**src/rtl/tmr_evt_pkg.sv**
```systemverilog
package tmr_evt_pkg;
  localparam int NFLAG  = 5;
  localparam int DATA_W = 8;
  localparam int NIRQ   = 4;
  localparam int PAD_W  = DATA_W - NFLAG;

  // flag indices; status bit = index + PAD_W (order decoded by software)
  localparam int FL_CMP2 = 0;
  localparam int FL_CAP2 = 1;
  localparam int FL_OVF  = 2;
  localparam int FL_CMP1 = 3;
  localparam int FL_CAP1 = 4;

  // interrupt routing bits
  localparam int IR_GLB = 0;
  localparam int IR_CAP = 1;
  localparam int IR_CMP = 2;
  localparam int IR_OVF = 3;

  localparam logic [DATA_W-1:0] CTRL_MASK = DATA_W'((1 << NIRQ) - 1);

  function automatic logic next_flag(logic cur, logic set, logic clr);
    return set | (cur & ~clr);
  endfunction

  function automatic logic [DATA_W-1:0] pack_status(logic [NFLAG-1:0] f);
    return {f, {PAD_W{1'b0}}};
  endfunction

  function automatic logic [NIRQ-1:0] timer_src(logic [NFLAG-1:0] f);
    logic [NIRQ-1:0] s;
    s[IR_OVF] = f[FL_OVF];
    s[IR_CMP] = f[FL_CMP1] | f[FL_CMP2];
    s[IR_CAP] = f[FL_CAP1] | f[FL_CAP2];
    s[IR_GLB] = |f;
    return s;
  endfunction
endpackage

```
**src/rtl/tmr_acc_decode.sv**
```systemverilog
module tmr_acc_decode
  import tmr_evt_pkg::*;
#(
  parameter int ADDR_W = 8,
  parameter logic [ADDR_W-1:0] A_STAT = 8'hFE,
  parameter logic [ADDR_W-1:0] A_CTRL = 8'hFF,
  parameter logic [NFLAG*ADDR_W-1:0] LO_ADDRS = '0
) (
  input  logic              rd_i,
  input  logic              wr_i,
  input  logic [ADDR_W-1:0] addr_i,
  output logic              rd_stat_o,
  output logic              wr_ctrl_o,
  output logic [NFLAG-1:0]  acc_o
);
  assign rd_stat_o = rd_i && (addr_i == A_STAT);
  assign wr_ctrl_o = wr_i && (addr_i == A_CTRL);

  for (genvar i = 0; i < NFLAG; i++) begin : g_lo
    assign acc_o[i] = (rd_i || wr_i) && (addr_i == LO_ADDRS[i*ADDR_W +: ADDR_W]);
  end
endmodule

```
**src/rtl/tmr_flag_cell.sv**
```systemverilog
module tmr_flag_cell
  import tmr_evt_pkg::*;
(
  input  logic clk,
  input  logic rst_n,
  input  logic set_i,
  input  logic rd_stat_i,
  input  logic acc_i,
  output logic flag_o,
  output logic arm_o
);
  logic flag_q, arm_q;

  always_ff @(posedge clk or negedge rst_n) begin
    if (!rst_n) begin
      flag_q <= 1'b0;
      arm_q  <= 1'b0;
    end else begin
      flag_q <= next_flag(flag_q, set_i, acc_i & arm_q);
      if (rd_stat_i)  arm_q <= flag_q;
      else if (acc_i) arm_q <= 1'b0;
    end
  end

  assign flag_o = flag_q;
  assign arm_o  = arm_q;
endmodule

```
**src/rtl/tmr_irq_route.sv**
```systemverilog
module tmr_irq_route
  import tmr_evt_pkg::*;
(
  input  logic [NIRQ-1:0]  sel_i,
  input  logic [NIRQ-1:0]  ext_i,
  input  logic [NFLAG-1:0] flags_i,
  output logic [NIRQ-1:0]  irq_o
);
  logic [NIRQ-1:0] src;
  assign src = timer_src(flags_i);

  for (genvar i = 0; i < NIRQ; i++) begin : g_mux
    assign irq_o[i] = sel_i[i] ? src[i] : ext_i[i];
  end
endmodule

```
**src/rtl/tmr_evt_flags.sv**
```systemverilog
module tmr_evt_flags
  import tmr_evt_pkg::*;
#(
  parameter int ADDR_W = 8,
  parameter logic [ADDR_W-1:0] A_STAT    = 8'hFE,
  parameter logic [ADDR_W-1:0] A_CTRL    = 8'hFF,
  parameter logic [ADDR_W-1:0] A_CAP1_LO = 8'h01,
  parameter logic [ADDR_W-1:0] A_CMP1_LO = 8'h03,
  parameter logic [ADDR_W-1:0] A_CNT_LO  = 8'h05,
  parameter logic [ADDR_W-1:0] A_CAP2_LO = 8'h07,
  parameter logic [ADDR_W-1:0] A_CMP2_LO = 8'h09
) (
  input  logic              clk,
  input  logic              rst_n,
  input  logic [1:0]        cap_evt_i,
  input  logic [1:0]        cmp_evt_i,
  input  logic              wrap_evt_i,
  input  logic              bus_rd_i,
  input  logic              bus_wr_i,
  input  logic [ADDR_W-1:0] bus_addr_i,
  input  logic [DATA_W-1:0] bus_wdata_i,
  output logic [DATA_W-1:0] bus_rdata_o,
  output logic [DATA_W-1:0] status_o,
  input  logic [NIRQ-1:0]   ext_irq_i,
  output logic [NIRQ-1:0]   irq_o
);
  localparam logic [NFLAG*ADDR_W-1:0] LO_ADDRS =
    {A_CAP1_LO, A_CMP1_LO, A_CNT_LO, A_CAP2_LO, A_CMP2_LO};

  // named internal events, visible to the bound checker
  logic [NFLAG-1:0]  set_vec;
  logic [NFLAG-1:0]  acc_vec;
  logic [NFLAG-1:0]  arm_vec;
  logic [NFLAG-1:0]  flag_vec;
  logic              rd_stat;
  logic              wr_ctrl;
  logic [DATA_W-1:0] ctrl_q;

  assign set_vec[FL_CAP1] = cap_evt_i[0];
  assign set_vec[FL_CMP1] = cmp_evt_i[0];
  assign set_vec[FL_OVF]  = wrap_evt_i;
  assign set_vec[FL_CAP2] = cap_evt_i[1];
  assign set_vec[FL_CMP2] = cmp_evt_i[1];

  tmr_acc_decode #(
    .ADDR_W(ADDR_W), .A_STAT(A_STAT), .A_CTRL(A_CTRL), .LO_ADDRS(LO_ADDRS)
  ) u_dec (
    .rd_i(bus_rd_i), .wr_i(bus_wr_i), .addr_i(bus_addr_i),
    .rd_stat_o(rd_stat), .wr_ctrl_o(wr_ctrl), .acc_o(acc_vec)
  );

  for (genvar i = 0; i < NFLAG; i++) begin : g_flag
    tmr_flag_cell u_cell (
      .clk(clk), .rst_n(rst_n), .set_i(set_vec[i]), .rd_stat_i(rd_stat),
      .acc_i(acc_vec[i]), .flag_o(flag_vec[i]), .arm_o(arm_vec[i])
    );
  end

  always_ff @(posedge clk or negedge rst_n) begin
    if (!rst_n)       ctrl_q <= '0;
    else if (wr_ctrl) ctrl_q <= bus_wdata_i & CTRL_MASK;
  end

  assign status_o = pack_status(flag_vec);

  always_comb begin
    if (bus_addr_i == A_STAT)      bus_rdata_o = status_o;
    else if (bus_addr_i == A_CTRL) bus_rdata_o = ctrl_q;
    else                           bus_rdata_o = '0;
  end

  tmr_irq_route u_route (
    .sel_i(ctrl_q[NIRQ-1:0]), .ext_i(ext_irq_i), .flags_i(flag_vec), .irq_o(irq_o)
  );
endmodule

```
**config.mk**
```make
export PLATFORM = sky130hd
export DESIGN_NAME = tmr_evt_flags
export DESIGN_NICKNAME = d
export VERILOG_FILES = /design/src/rtl/tmr_evt_pkg.sv /design/src/rtl/tmr_acc_decode.sv /design/src/rtl/tmr_flag_cell.sv /design/src/rtl/tmr_irq_route.sv /design/src/rtl/tmr_evt_flags.sv
export SDC_FILE = /design/constraint.sdc
export NUM_CORES = 1
export LEC_CHECK = 0
export BUFFER_PORTS_ARGS = -buffer_cell sky130_fd_sc_hd__buf_2
export CORE_MARGIN = 5
export CORE_UTILIZATION = 45
export DETAILED_ROUTE_END_ITERATION = 8
export GPL_ROUTABILITY_DRIVEN = 0
export PLACE_DENSITY_LB_ADDON = 0.1
export SLEW_MARGIN = 5
export SYNTH_ARGS = -nofsm -noshare
export SYNTH_HDL_FRONTEND = slang
export SYNTH_HIERARCHICAL = 1
export SYNTH_SLANG_ARGS = --single-unit
```
**constraint.sdc**
```tcl
create_clock -name clk -period 1.34 [get_ports clk]
set_input_delay 0.134 -clock clk [delete_from_list [all_inputs] [get_ports clk]]
set_output_delay 0.134 -clock clk [all_outputs]
set_load 0.02 [all_outputs]
```
After elaboration in Yosys (flattened, before gate mapping)
Cells that the tools add are included.

Flip-flop bits (word level): 14. Output and inout port bits: 20.

Eq/ne operators: 7. Multiplexer cells: 16. Bitwise operators: 22. Reduce and logical (&&, ||, !) cells: 14.

Operators by type and width (number): $eq 8x3->1 const B (2); $eq 8x8->1 const B (2); $mux 1 (14); $and 1x1->1 (10); $reduce_bool 2->1 (5); $eq 8x1->1 const B (1); $eq 8x2->1 const B (1); $eq 8x4->1 const B (1); $mux 8 (1); $logic_and 1x1->1 (7); $or 1x1->1 (7); $not 1->1 (5); $reduce_or 5->1 (1); $mux 4 (1); $logic_or 1x1->1 (1).

Depth between registers and ports, before layout
Depth after elaboration: 6. Mapped depth: 4. Mapped depth without buffers: 4.

Hierarchy
Netlist, hierarchy kept.

By module, submodules not included: tmr_flag_cell (instances 5, cells an instance 7, area an instance 80.1 µm²); tmr_evt_flags (instances 1, cells an instance 34, area an instance 279.0 µm²); tmr_acc_decode (instances 1, cells an instance 17, area an instance 98.8 µm²); tmr_irq_route (instances 1, cells an instance 10, area an instance 55.1 µm²).

Worst setup path before layout
Ideal clock, no wire load.

Path type: input-to-reg. Start: in bus_addr_i[7]. End: reg g_flag[0].u_cell.arm_q. Library setup time: 0.075 ns. Arrival time: 1.644 ns. Data required time: 1.265 ns. Setup slack: -0.379 ns. Stages: 4. Cell sequence: nand4_1 -> nor4_1 -> nand2_1 -> o21ai_2.

Word-level cells in the longest chain between the ends: 3. Elaborated cells on any way between the ends: 6. Those cells by class: eq/ne (2); mux (1); reduce/logical (3).

Ends and longest elaborated chain: start: declaration (line tmr_evt_flags.sv:20) `input logic [ADDR_W-1:0] bus_addr_i,`; $eq 8x8->1 * (line tmr_acc_decode.sv:16) `assign rd_stat_o = rd_i && (addr_i == A_STAT);`; $logic_and 1x1->1 * (line tmr_acc_decode.sv:16); net rd_stat (line tmr_evt_flags.sv:35) `logic rd_stat;`; $mux 1 / $reduce_bool 2->1 (equally long branches); end signal: assignment (line tmr_flag_cell.sv:20) `if (rd_stat_i) arm_q <= flag_q;`; end: declaration (line tmr_flag_cell.sv:12) `logic flag_q, arm_q;`.

The timed path passes the listed nets; every way through them passes the cells marked *. A chain may end at the register's enable or synchronous reset.

Final worst setup path
Start: reg g_flag[2].u_cell.flag_q. End: out irq_o[0].

Word-level cells in the longest chain between the ends: 2.

Ends and longest elaborated chain: start: declaration (line tmr_flag_cell.sv:12); start signal: assignment (line tmr_flag_cell.sv:19) `flag_q <= next_flag(flag_q, set_i, acc_i & arm_q);`; $reduce_or 5->1 (line tmr_evt_pkg.sv:35) `s[IR_GLB] = |f;`; $mux 1 (line tmr_irq_route.sv:13) `assign irq_o[i] = sel_i[i] ? src[i] : ext_i[i];`; end: declaration (line tmr_evt_flags.sv:25) `output logic [NIRQ-1:0] irq_o`.

No other way between the ends.

==> flow_metrics.env <==
export IMPL_status="finished with violations"
export IMPL_violations="setup timing"
export IMPL_peakVddDrop_v=0.000648
export IMPL_yosysWarnings=6
export IMPL_cp_top_family="flip-flops"
export IMPL_syn_inst=96
export IMPL_ant_nets=0
export IMPL_cp_cell_sequence="nor3_2, a31oi_1, buf_2"
export IMPL_slowest_stage="dfrtp_2"
export IMPL_crit_path_end_kind="output port"
export IMPL_clock_latency_ns=0.28
export IMPL_fin_area_um2=1270
export IMPL_period_share=1.01
export IMPL_avgRoutedWirePerCell_um=13.3
export IMPL_portBuffers=41
export IMPL_p_per_area_nw_per_um2=738
export IMPL_dpl_instance_area_um2=1150
export IMPL_synth_simple_area_share=0.314
export IMPL_synth_xor_area_frac=0
export IMPL_synthesis_area_um2=833
export IMPL_clock_sinks=14
export IMPL_first_global_vias=819
export IMPL_synth_area_leaders="dfrtp_1, nor4_1, nand2_1"
export IMPL_root_buffer="clkbuf_4"
export IMPL_ys_seq_area_frac=0.420
export IMPL_vias_per_cell=5.06
export IMPL_cts_tree="done"
export IMPL_drive_gt1_frac=0.532
export IMPL_wl_um=2380
export IMPL_dieHeight_um=53.0
export IMPL_grt_pass1_wl_um=3410
export IMPL_critPathMaxStageDelay_ns=0.46
export IMPL_fin_crit_ns=1.35
export IMPL_final_nets=184
export IMPL_required_ns=1.21
export IMPL_start_kind="flip-flop"
export IMPL_die_w_um=53.0
export IMPL_diodes=0
export IMPL_clk_pin_slew_ns=0.09
export IMPL_core_um2=1750
export IMPL_hpwl_um=1780
export IMPL_worst_path_max_fanout=6
export IMPL_overflow=0
export IMPL_die_area_um2=2810
export IMPL_synth_seq_cells=14
export IMPL_finalSetupViolCount=1
export IMPL_cap_violations=0
export IMPL_cts_buffers=3
export IMPL_drt_iter0_markers=10
export IMPL_fin_worst_skew_ns=0.000111
export IMPL_hold_violations=0
export IMPL_min_path_type="in -> reg"
export IMPL_synth_compound_area_frac=0.150
export IMPL_arrival_ns=1.21
export IMPL_slew_viol_final=0
export IMPL_grt_max_degree=15
export IMPL_power_leakage_nw=0.576
export IMPL_io_pins=49
export IMPL_start_util=0.477
export IMPL_max_clock_freq_mhz=743
export IMPL_synth_cell_type_count=23
export IMPL_rsz0062_at_grt="true"
export IMPL_vias=905
export IMPL_synth_top_cell_area_share=0.420
export IMPL_path_buf_inv=1
export IMPL_synthMuxAreaShare=0.0435
export IMPL_antenna_found_initial=0
export IMPL_cts_htree_levels=1
export IMPL_route_detailed_drc=0
export IMPL_critical_path_class="reg -> out"
export IMPL_dpl_worst_slack_ns=-0.259
export IMPL_synth_adder_area_share=0
export IMPL_drt_pass1_iterations=4
export IMPL_syn_mean_instance_area_um2=8.68
export IMPL_synth_area_leader_cell="dfrtp_1"
export IMPL_synth_top_family_by_area="simple AND/OR/NAND/NOR gates"
export IMPL_rows=15
export IMPL_clockBufferDepth=2
export IMPL_syn_to_final_growth_pct=52.3
export IMPL_grt_use_total=0.172
export IMPL_setup_slack_ns=-0.00677
==> cells by family after synthesis <==
kind of cell    Yosys count
simple gates             48
buf+inv                  12
compound gates           18
other cells               1
flops                    14
mux                       3
==> power by group <==
part	total [mW]	switching [mW]	internal, mW
sequential	0.456	0.0131	0.443
clock	0.313	0.147	0.165
combinational	0.168	0.0961	0.0724
==> per-layer routing <==
layer	global-route usage	share of wire	vias to the layer above	wire length [um]
met5	0	0	-	0
met4	0.0766	0.013	0	30
met3	0.0366	0.066	4	158
met2	0.279	0.47	39	1110
met1	0.216	0.45	408	1080
li1	-	-	454	-
==> layout make-up <==
cell class | instances | area (um2)
clock buffers | 4 | 36.3
fillers | 142 | 477
inverters | 9 | 33.8
multi-input cells | 72 | 489
flip-flops and latches | 14 | 353
well taps | 25 | 31.3
repair buffers | 55 | 325
==> sequential cells by signal, indices dropped and copies added, names as in the netlist <==
name	count
ctrl_q	4
g_flag.u_cell/flag_o	5
g_flag.u_cell/arm_o	5
==> synth_stat cells <==
library cell	number
nor2_1	5
nor3_1	3
a31oi_1	1
mux2i_1	1
dfrtp_1	14
nand2_1	16
o21bai_1	1
nor4_1	13
inv_1	8
conb_1	1
inv_2	1
buf_4	3
mux2_2	1
nand2b_1	6
mux2_4	1
a21oi_1	2
o21ai_0	4
or4_4	1
nand4_1	1
nand4_4	1
o21ai_2	5
a21o_1	5
nand3_1	2
==> layout by cell type (no fill, tap or decap), drive strengths merged <==
master,n
buf,54
or4,1
nor3,3
mux2i,1
a21o,5
nand2,16
nand2b,6
clkbuf,4
nor4,13
a21oi,2
mux2,2
nand3,2
conb,3
nand4,2
nor2,5
o21ai,9
a31oi,1
dfrtp,14
o21bai,1
inv,9
dlygate4sd3,1
==> stage by stage <==
step / setup TNS (ns) / instances / utilization / total power [mW] / hold slack, ns
after floorplan: 0 / 98 / - / 0.540 / -0.162
after global placement: -1.67 / 169 / 0.657 / 0.616 / 0.0492
after CTS: -0.0189 / 176 / 0.700 / 0.935 / 0.0139
after global routing: -0.345 / 179 / 0.727 / 0.988 / 0.0165
final: -0.00677 / 179 / 0.727 / 0.937 / 0.0235
after detailed placement: -1.80 / 169 / 0.657 / 0.621 / 0.0537
==> what timing repair did <==
| item | 4_1_cts | 5_1_grt |
|---|---|---|
| endpoints found under the hold margin | 14 | 0 |
| gates cloned | 0 | 0 |
| pin swaps | 0 | 3 |
| resized for setup | 6 | 8 |
| setup buffers | 2 | 3 |
| setup endpoints to repair | 5 | 10 |
| hold buffers | 1 | 0 |
==> final timing paths <==
check	startpoint	endpoint	slack, ns	cells after the start
hold reg to reg	g_flag[1].u_cell/arm_o$_DFFE_PN0P_	g_flag[1].u_cell/arm_o$_DFFE_PN0P_	0.55	2
min in group asynchronous	rst_n	g_flag[4].u_cell/flag_o$_DFF_PN0_	0.28	2
hold / removal	cmp_evt_i[0]	g_flag[3].u_cell/flag_o$_DFF_PN0_	0.02	2
setup reg to reg	g_flag[3].u_cell/flag_o$_DFF_PN0_	g_flag[3].u_cell/flag_o$_DFF_PN0_	0.49	2
setup / recovery	g_flag[2].u_cell/flag_o$_DFF_PN0_	irq_o[0]	-0.007	3
max in group asynchronous	rst_n	g_flag[2].u_cell/flag_o$_DFF_PN0_	0.80	2
Power figures use the tool's default switching activity.
